[src/rtl/cfg_keylock_pkg.sv]
package cfg_keylock_pkg;
    localparam int ADDR_W  = 8;
    localparam int DATA_W  = 32;
    localparam int KEY_W   = 16;
    localparam logic [KEY_W-1:0]  OPEN_KEY = 16'hAEE8;
    localparam logic [ADDR_W-1:0] PD_OFS   = 8'h34;
    localparam logic [ADDR_W-1:0] LOCK_OFS = 8'h38;
endpackage

[src/rtl/keylock_state.sv]
module keylock_state
    import cfg_keylock_pkg::*;
#(
    parameter int                KW  = KEY_W,
    parameter logic [KW-1:0]     KEY = OPEN_KEY
) (
    input  logic          clk,
    input  logic          rst_n,
    input  logic          wr_lock,
    input  logic [KW-1:0] key_in,
    output logic          locked
);
    typedef struct packed {
        logic closed;
    } lk_t;

    lk_t st_d, st_q;

    always_comb begin
        st_d = st_q;
        if (wr_lock) begin
            st_d.closed = (key_in != KEY);
        end
    end

    always_ff @(posedge clk or negedge rst_n) begin
        if (!rst_n) st_q <= '0;
        else        st_q <= st_d;
    end

    assign locked = st_q.closed;

    AST_KEY_OPENS: assert property (@(posedge clk) disable iff (!rst_n)
        (wr_lock && key_in == KEY) |=> !locked);
    AST_OTHER_CLOSES: assert property (@(posedge clk) disable iff (!rst_n)
        (wr_lock && key_in != KEY) |=> locked);
endmodule

[src/rtl/guarded_bank.sv]
module guarded_bank
    import cfg_keylock_pkg::*;
#(
    parameter int NUM_GEN = 2,
    parameter int AW      = ADDR_W,
    parameter int DW      = DATA_W
) (
    input  logic                        clk,
    input  logic                        rst_n,
    input  logic                        wr_en,
    input  logic [AW-1:0]               addr,
    input  logic [DW-1:0]               wdata,
    input  logic                        locked,
    output logic [NUM_GEN-1:0][DW-1:0]  gen_words,
    output logic                        pd_bit,
    output logic                        drop_pulse
);
    localparam int GEN_SPAN = 4 * NUM_GEN;

    typedef struct packed {
        logic [NUM_GEN-1:0][DW-1:0] gen;
        logic                       pd;
        logic                       err;
    } bank_t;

    bank_t st_d, st_q;
    logic [NUM_GEN-1:0] gen_hit;
    logic               pd_hit;
    logic               any_hit;

    for (genvar g = 0; g < NUM_GEN; g++) begin : g_dec
        assign gen_hit[g] = (addr == AW'(4 * g));
    end

    assign pd_hit  = (addr == AW'(PD_OFS));
    assign any_hit = (|gen_hit) || pd_hit;

    always_comb begin
        st_d     = st_q;
        st_d.err = wr_en && any_hit && locked;
        if (wr_en && !locked) begin
            for (int i = 0; i < NUM_GEN; i++) begin
                if (gen_hit[i]) st_d.gen[i] = wdata;
            end
            if (pd_hit && wdata[0]) st_d.pd = 1'b1;
        end
    end

    always_ff @(posedge clk or negedge rst_n) begin
        if (!rst_n) st_q <= '0;
        else        st_q <= st_d;
    end

    assign gen_words  = st_q.gen;
    assign pd_bit     = st_q.pd;
    assign drop_pulse = st_q.err;

    initial begin
        assert (GEN_SPAN <= int'(PD_OFS)) else $error("general words overlap power-down offset");
    end

    AST_PD_STICKY: assert property (@(posedge clk) disable iff (!rst_n)
        pd_bit |=> pd_bit);
    AST_LOCKED_HOLD: assert property (@(posedge clk) disable iff (!rst_n)
        (locked && wr_en) |=> ($stable(gen_words) && $stable(pd_bit)));
endmodule

[src/rtl/cfg_keylock.sv]
module cfg_keylock
    import cfg_keylock_pkg::*;
#(
    parameter int NUM_GEN = 2
) (
    input  logic              clk,
    input  logic              rst_n,
    input  logic              wr_en,
    input  logic [ADDR_W-1:0] addr,
    input  logic [DATA_W-1:0] wdata,
    output logic [DATA_W-1:0] rdata,
    output logic              pwr_sw_en,
    output logic              wr_err
);
    logic                            locked;
    logic                            wr_lock;
    logic [NUM_GEN-1:0][DATA_W-1:0]  gen_words;
    logic                            pd_bit;

    assign wr_lock = wr_en && (addr == LOCK_OFS);

    keylock_state #(.KW(KEY_W), .KEY(OPEN_KEY)) u_lock (
        .clk     (clk),
        .rst_n   (rst_n),
        .wr_lock (wr_lock),
        .key_in  (wdata[KEY_W-1:0]),
        .locked  (locked)
    );

    guarded_bank #(.NUM_GEN(NUM_GEN), .AW(ADDR_W), .DW(DATA_W)) u_bank (
        .clk        (clk),
        .rst_n      (rst_n),
        .wr_en      (wr_en),
        .addr       (addr),
        .wdata      (wdata),
        .locked     (locked),
        .gen_words  (gen_words),
        .pd_bit     (pd_bit),
        .drop_pulse (wr_err)
    );

    always_comb begin
        rdata = '0;
        for (int i = 0; i < NUM_GEN; i++) begin
            if (addr == ADDR_W'(4 * i)) rdata = gen_words[i];
        end
        if (addr == PD_OFS)   rdata = {{(DATA_W-1){1'b0}}, pd_bit};
        if (addr == LOCK_OFS) rdata = {{(DATA_W-1){1'b0}}, locked};
    end

    assign pwr_sw_en = pd_bit;

    AST_DROP_FLAGGED: assert property (@(posedge clk) disable iff (!rst_n)
        (locked && wr_en && addr == PD_OFS) |=> wr_err);
    AST_LOCK_NO_ERR: assert property (@(posedge clk) disable iff (!rst_n)
        wr_lock |=> !wr_err);
endmodule

[config.mk]
export PLATFORM = sky130hd
export DESIGN_NAME = cfg_keylock
export DESIGN_NICKNAME = d
export VERILOG_FILES = /design/src/rtl/cfg_keylock_pkg.sv /design/src/rtl/keylock_state.sv /design/src/rtl/guarded_bank.sv /design/src/rtl/cfg_keylock.sv
export SDC_FILE = /design/constraint.sdc
export NUM_CORES = 1
export LEC_CHECK = 0
export ABC_AREA = 1
export BUFFER_PORTS_ARGS = -buffer_cell sky130_fd_sc_hd__clkbuf_2
export CORE_UTILIZATION = 50
export DETAILED_ROUTE_END_ITERATION = 8
export PLACE_DENSITY = 0.75
export SETUP_SLACK_MARGIN = 0.15
export SLEW_MARGIN = 5
export SYNTH_ARGS = -nofsm -noshare
export SYNTH_HDL_FRONTEND = slang
export SYNTH_SLANG_ARGS = --single-unit
[constraint.sdc]
create_clock -name clk -period 1.5 [get_ports clk]
set_clock_uncertainty 0.1 [all_clocks]
set_input_delay 0.3 -clock clk [delete_from_list [all_inputs] [get_ports clk]]
set_output_delay 0.3 -clock clk [all_outputs]
set_load 0.1 [all_outputs]
==> results.json, run 1 <==
{
  "cts_buffers": 9,
  "syn-num-nets": 473,
  "fp-row-count": 28,
  "cts_buffer_depth": 2,
  "worst_endpoint": "rdata[4]",
  "dp_hpwl_um": 6480,
  "worstEpCategory": "primary output",
  "netlist_instances": 430,
  "seq_area_frac_synth_pct": 51.94,
  "place_ws_ns": -0.4365,
  "synth_area_leader_cell": "dfrtp_1",
  "grt_max_degree": 68,
  "synth_top_area_share_pct": 51.94,
  "netlist_area_mm2": 0.003228,
  "cts_root_buf": "clkbuf_8",
  "die_y_um": 82.35,
  "syn_avg_cell_area_um2": 7.507,
  "tool.error": "[ERROR DPL-0038] Utilization greater than 100%, impossible to legalize",
  "lastStage": "global routing",
  "status": "stopped before the end",
  "die_w_um": 82.35,
  "portBuffers": 76,
  "h-tree-depth": 3,
  "synth_cell_types": 16,
  "yosys_warnings": 0,
  "clkSinkCount": 67,
  "place.gp.congestion": 0.7985,
  "synthTopCellsByArea": "dfrtp_1 52%, nand2_1 31%, nand3_1 5.0%",
  "start_util_pct": 53.26,
  "io_pins": 77,
  "synth-seq-cells": 67
}
[cells by family after synthesis]
family / Yosys count / synth area share [%]
buffers and inverters: 39 / 7.016
flip-flops: 67 / 51.94
AND/OR/NAND/NOR: 317 / 39.88
AO/OA/AOI/OAI: 7 / 1.163
[Yosys cell counts]
cell type and n:
buf_2 10, inv_1 15, nand2_2 1, o21ai_1 3
nand2_4 2, dfrtp_1 67, o21bai_1 1, nand3_1 32
buf_6 7, nand2_1 264, nor2_1 10, nor2_4 4
buf_4 4, o21ai_0 3, inv_2 3, nand4_1 4
[metrics by stage]
step	cell area (um^2)	hold slack, ns	instances
detailed placement	5206	0.2617	589
floorplan	4108	-0.09559	430
global placement	5206	0.2442	589
CTS	5702	0.07050	616
[repair_timing]
| action | 4_1_cts |
|---|---|
| setup buffers | 8 |
| cloned | 4 |
| endpoints found under the setup margin | 98 |
| hold endpoints to repair | 67 |
| pin swaps | 3 |
| hold buffers | 1 |
| gates resized for setup | 37 |
==> inputs of run 2 (changes only) <==
Settings changed: CORE_UTILIZATION 50 to 35, PLACE_DENSITY 0.75 to not set, PLACE_DENSITY_LB_ADDON set to 0.15, SETUP_SLACK_MARGIN 0.15 to not set.
==> run 2 against run 1 <==
Net effect:
- the flow now finishes, with violations (DRC, setup timing)
- area after synthesis did not move
- synthesized cell count unchanged
==> results.json, run 2 <==
{
  "cts_buffer_depth": 2,
  "setup_violations": 32,
  "relSlewSlack_pct": 75.45,
  "pwr-share-comb_pct": 9.7,
  "synth.top_cells.by_count": "264 x nand2_1, 67 x dfrtp_1, 32 x nand3_1, 15 x inv_1",
  "synth-seq-cells": 67,
  "finalMaxSlewViolations": 0,
  "synth_top_area_share_pct": 51.94,
  "cts_buffers": 9,
  "holdPathStages": 3,
  "max_freq_mhz": 556.2,
  "r2r-end": "u_bank.pd_bit",
  "holdCritPathClass": "input port to flop",
  "worst_slew_pin_slew_ns": 0.3683,
  "fin_nets": 579,
  "synth_flop_cell": "dfrtp_1",
  "die_y_um": 98.04,
  "final_area_mm2": 0.006233,
  "drive_gt1_share_pct": 45.19,
  "critical_path_class": "input port to output pin",
  "worst_setup_path_start_kind": "input port",
  "postSynth.asyncResetShare_pct": 100.0,
  "swShare_pct": 26.84,
  "placed_area_mm2": 0.005147,
  "critPathLaunch": "addr[0]",
  "p_sw_mw": 0.9808,
  "coreArea_mm2": 0.008806,
  "drc": 5,
  "synth_area_leader_cell": "dfrtp_1",
  "maxCapViolCount": 0,
  "netlist_instances": 430,
  "diodes": 0,
  "largest_reg_flops": 64,
  "grt_overflow_total": 0,
  "syn_avg_cell_area_um2": 7.507,
  "grt_use_total_pct": 21.91,
  "final_cell_mix": "166 x nand2_1, 66 x dfrtp_1, 57 x nand2_8",
  "portBuffers": 76,
  "clk_pin_slew_ns": 0.07,
  "period_share_pct": 119.9,
  "grt_pass1_vias": 3316,
  "synthTopCellsByArea": "dfrtp_1 52%, nand2_1 31%, nand3_1 5.0%",
  "drtIter0Drc": 145,
  "end_kind": "output pin",
  "vias": 3202,
  "grt_antenna_before_repair": 0,
  "critPathArrivalTime_ns": 1.40,
  "seq_area_frac_synth_pct": 51.94,
  "h-tree-depth": 3,
  "leakage_nw": 3.377,
  "rsz0062_at_grt": "true",
  "cp.required_ns": 1.10,
  "fp-row-count": 34,
  "clkPwrFrac_pct": 35.4,
  "clkSinkCount": 67,
  "worstRegToRegCells": 5,
  "min_period_ns": 1.798,
  "fillers": 669,
  "worstHoldEndpoint": "u_bank.gen_words[48]",
  "seqPwrFrac_pct": 54.9,
  "regToRegStartpoint": "u_lock.locked",
  "grt_max_degree": 68,
  "violations": "DRC, setup timing",
  "grt_pass1_wl_um": 16300,
  "viasPerCell": 4.941,
  "cts_root_buf": "clkbuf_8",
  "layout.cells.non_filler": 648,
  "syn-num-nets": 473,
  "firstDrtPassIters": 7,
  "place.gp.congestion": 0.7863,
  "cts_tree": "yes",
  "status": "complete, but fails checks",
  "irDropWorstVdd_mv": 0.4425,
  "routed_wirelength_um": 10100,
  "ff2ff_setup_slack_ns": 0.12,
  "wl_per_cell_um": 15.58,
  "synth_cell_types": 16,
  "start_util_pct": 36.66,
  "yosys_warnings": 0,
  "die_w_um": 98.04,
  "worst_slack_ns": -0.2980,
  "path_max_fanout": 7,
  "synth_edf_count": 0,
  "power.density_mw_per_mm2": 586.3,
  "final_common_cell": "nand2_1",
  "yosysMostFrequentCell": "nand2_1",
  "area_growth_pct": 93.10,
  "dieArea_mm2": 0.009611,
  "min_from": "wdata[16]",
  "netlist_area_mm2": 0.003228,
  "dp_hpwl_um": 5989,
  "hold_viol": 0,
  "io_pins": 77,
  "drtAntennaViolNets": 0,
  "p_int_mw": 2.674,
  "dp.cells": 617,
  "insertion_delay_ns": 0.33
}
-- run 2: final cells by class --
| class | count | area [um^2] | area share, % |
|---|---|---|---|
| Inverter | 18 | 97.59 | 1.566 |
| Sequential cell | 67 | 1680 | 26.96 |
| Clock buffer | 13 | 148.9 | 2.389 |
| Tap cell | 108 | 135.1 | 2.168 |
| Clock inverter | 2 | 12.51 | 0.2007 |
| Timing Repair Buffer | 116 | 1584 | 25.41 |
| Multi-Input combinational cell | 324 | 2575 | 41.31 |
-- run 2: cell families (layout without fill, tap and decap cells) --
kind of cell / count (synthesis) / in the layout / synth area share [%]
simple gates: 317 / 317 / 39.88
flops: 67 / 67 / 51.94
buf+inv: 39 / 149 / 7.016
compound gates: 7 / 7 / 1.163
-- run 2: stage by stage --
stage                     utilization, %  TNS [ns]  setup WS [ns]  hold slack, ns  total power [mW]
after detailed placement           58.45    -25.65        -0.4217          0.2505             2.314
after global routing               70.79    -9.434        -0.3313         0.08346             3.810
after global placement             58.45    -23.79        -0.4064          0.2531             2.302
final                              70.79    -8.304        -0.2980         0.08356             3.655
after floorplan                        -    -2.356        -0.4878        -0.09559             2.124
after CTS                          66.99    -10.23        -0.3423         0.07225             3.637
-- run 2: power groups by stage --
stage | Combinational (mW) | Clock (mW) | Sequential (mW)
after global placement | 0.315 | 0 | 1.99
after CTS | 0.341 | 1.32 | 1.98
after detailed placement | 0.323 | 0 | 1.99
after floorplan | 0.135 | 0 | 1.99
final | 0.354 | 1.29 | 2.01
after global routing | 0.395 | 1.40 | 2.02
-- run 2: layer usage --
layer  vias up  routed length, um  track usage (%)
met5         -                  0                0
met4         0                121            4.895
met3        12                538            4.510
met2        86               5288            39.22
met1      1566               4147            27.06
li1       1538                  -                -
-- run 2: worst max-delay path, stage by stage --
cell and delay (ns):
buf_6 0.11, nor2_4 0.10, nand2_2 0.07, nor2_4 0.12, buf_12 0.16, buf_12 0.16
nand2_2 0.05, nand4_1 0.13, buf_12 0.20
-- run 2: how the worst max path moves through the flow --
stage	to	slack, ns	cells past startpoint
after floorplan	rdata[0]	-0.49	2
after global placement	rdata[28]	-0.41	8
after detailed placement	rdata[25]	-0.42	8
after CTS	rdata[9]	-0.34	10
after global routing	rdata[0]	-0.33	9
final	rdata[0]	-0.30	9
-- run 2: timing repair --
action | CTS | global route
pin swaps | 12 | 12
cloned | 5 | 4
gates resized for setup | 69 | 75
endpoints found under the hold margin | 67 | 0
hold buffers | 1 | 0
endpoints found under the setup margin | 32 | 66
buffers inserted | 12 | 1
No activity file was read; power rests on OpenSTA's default activity.
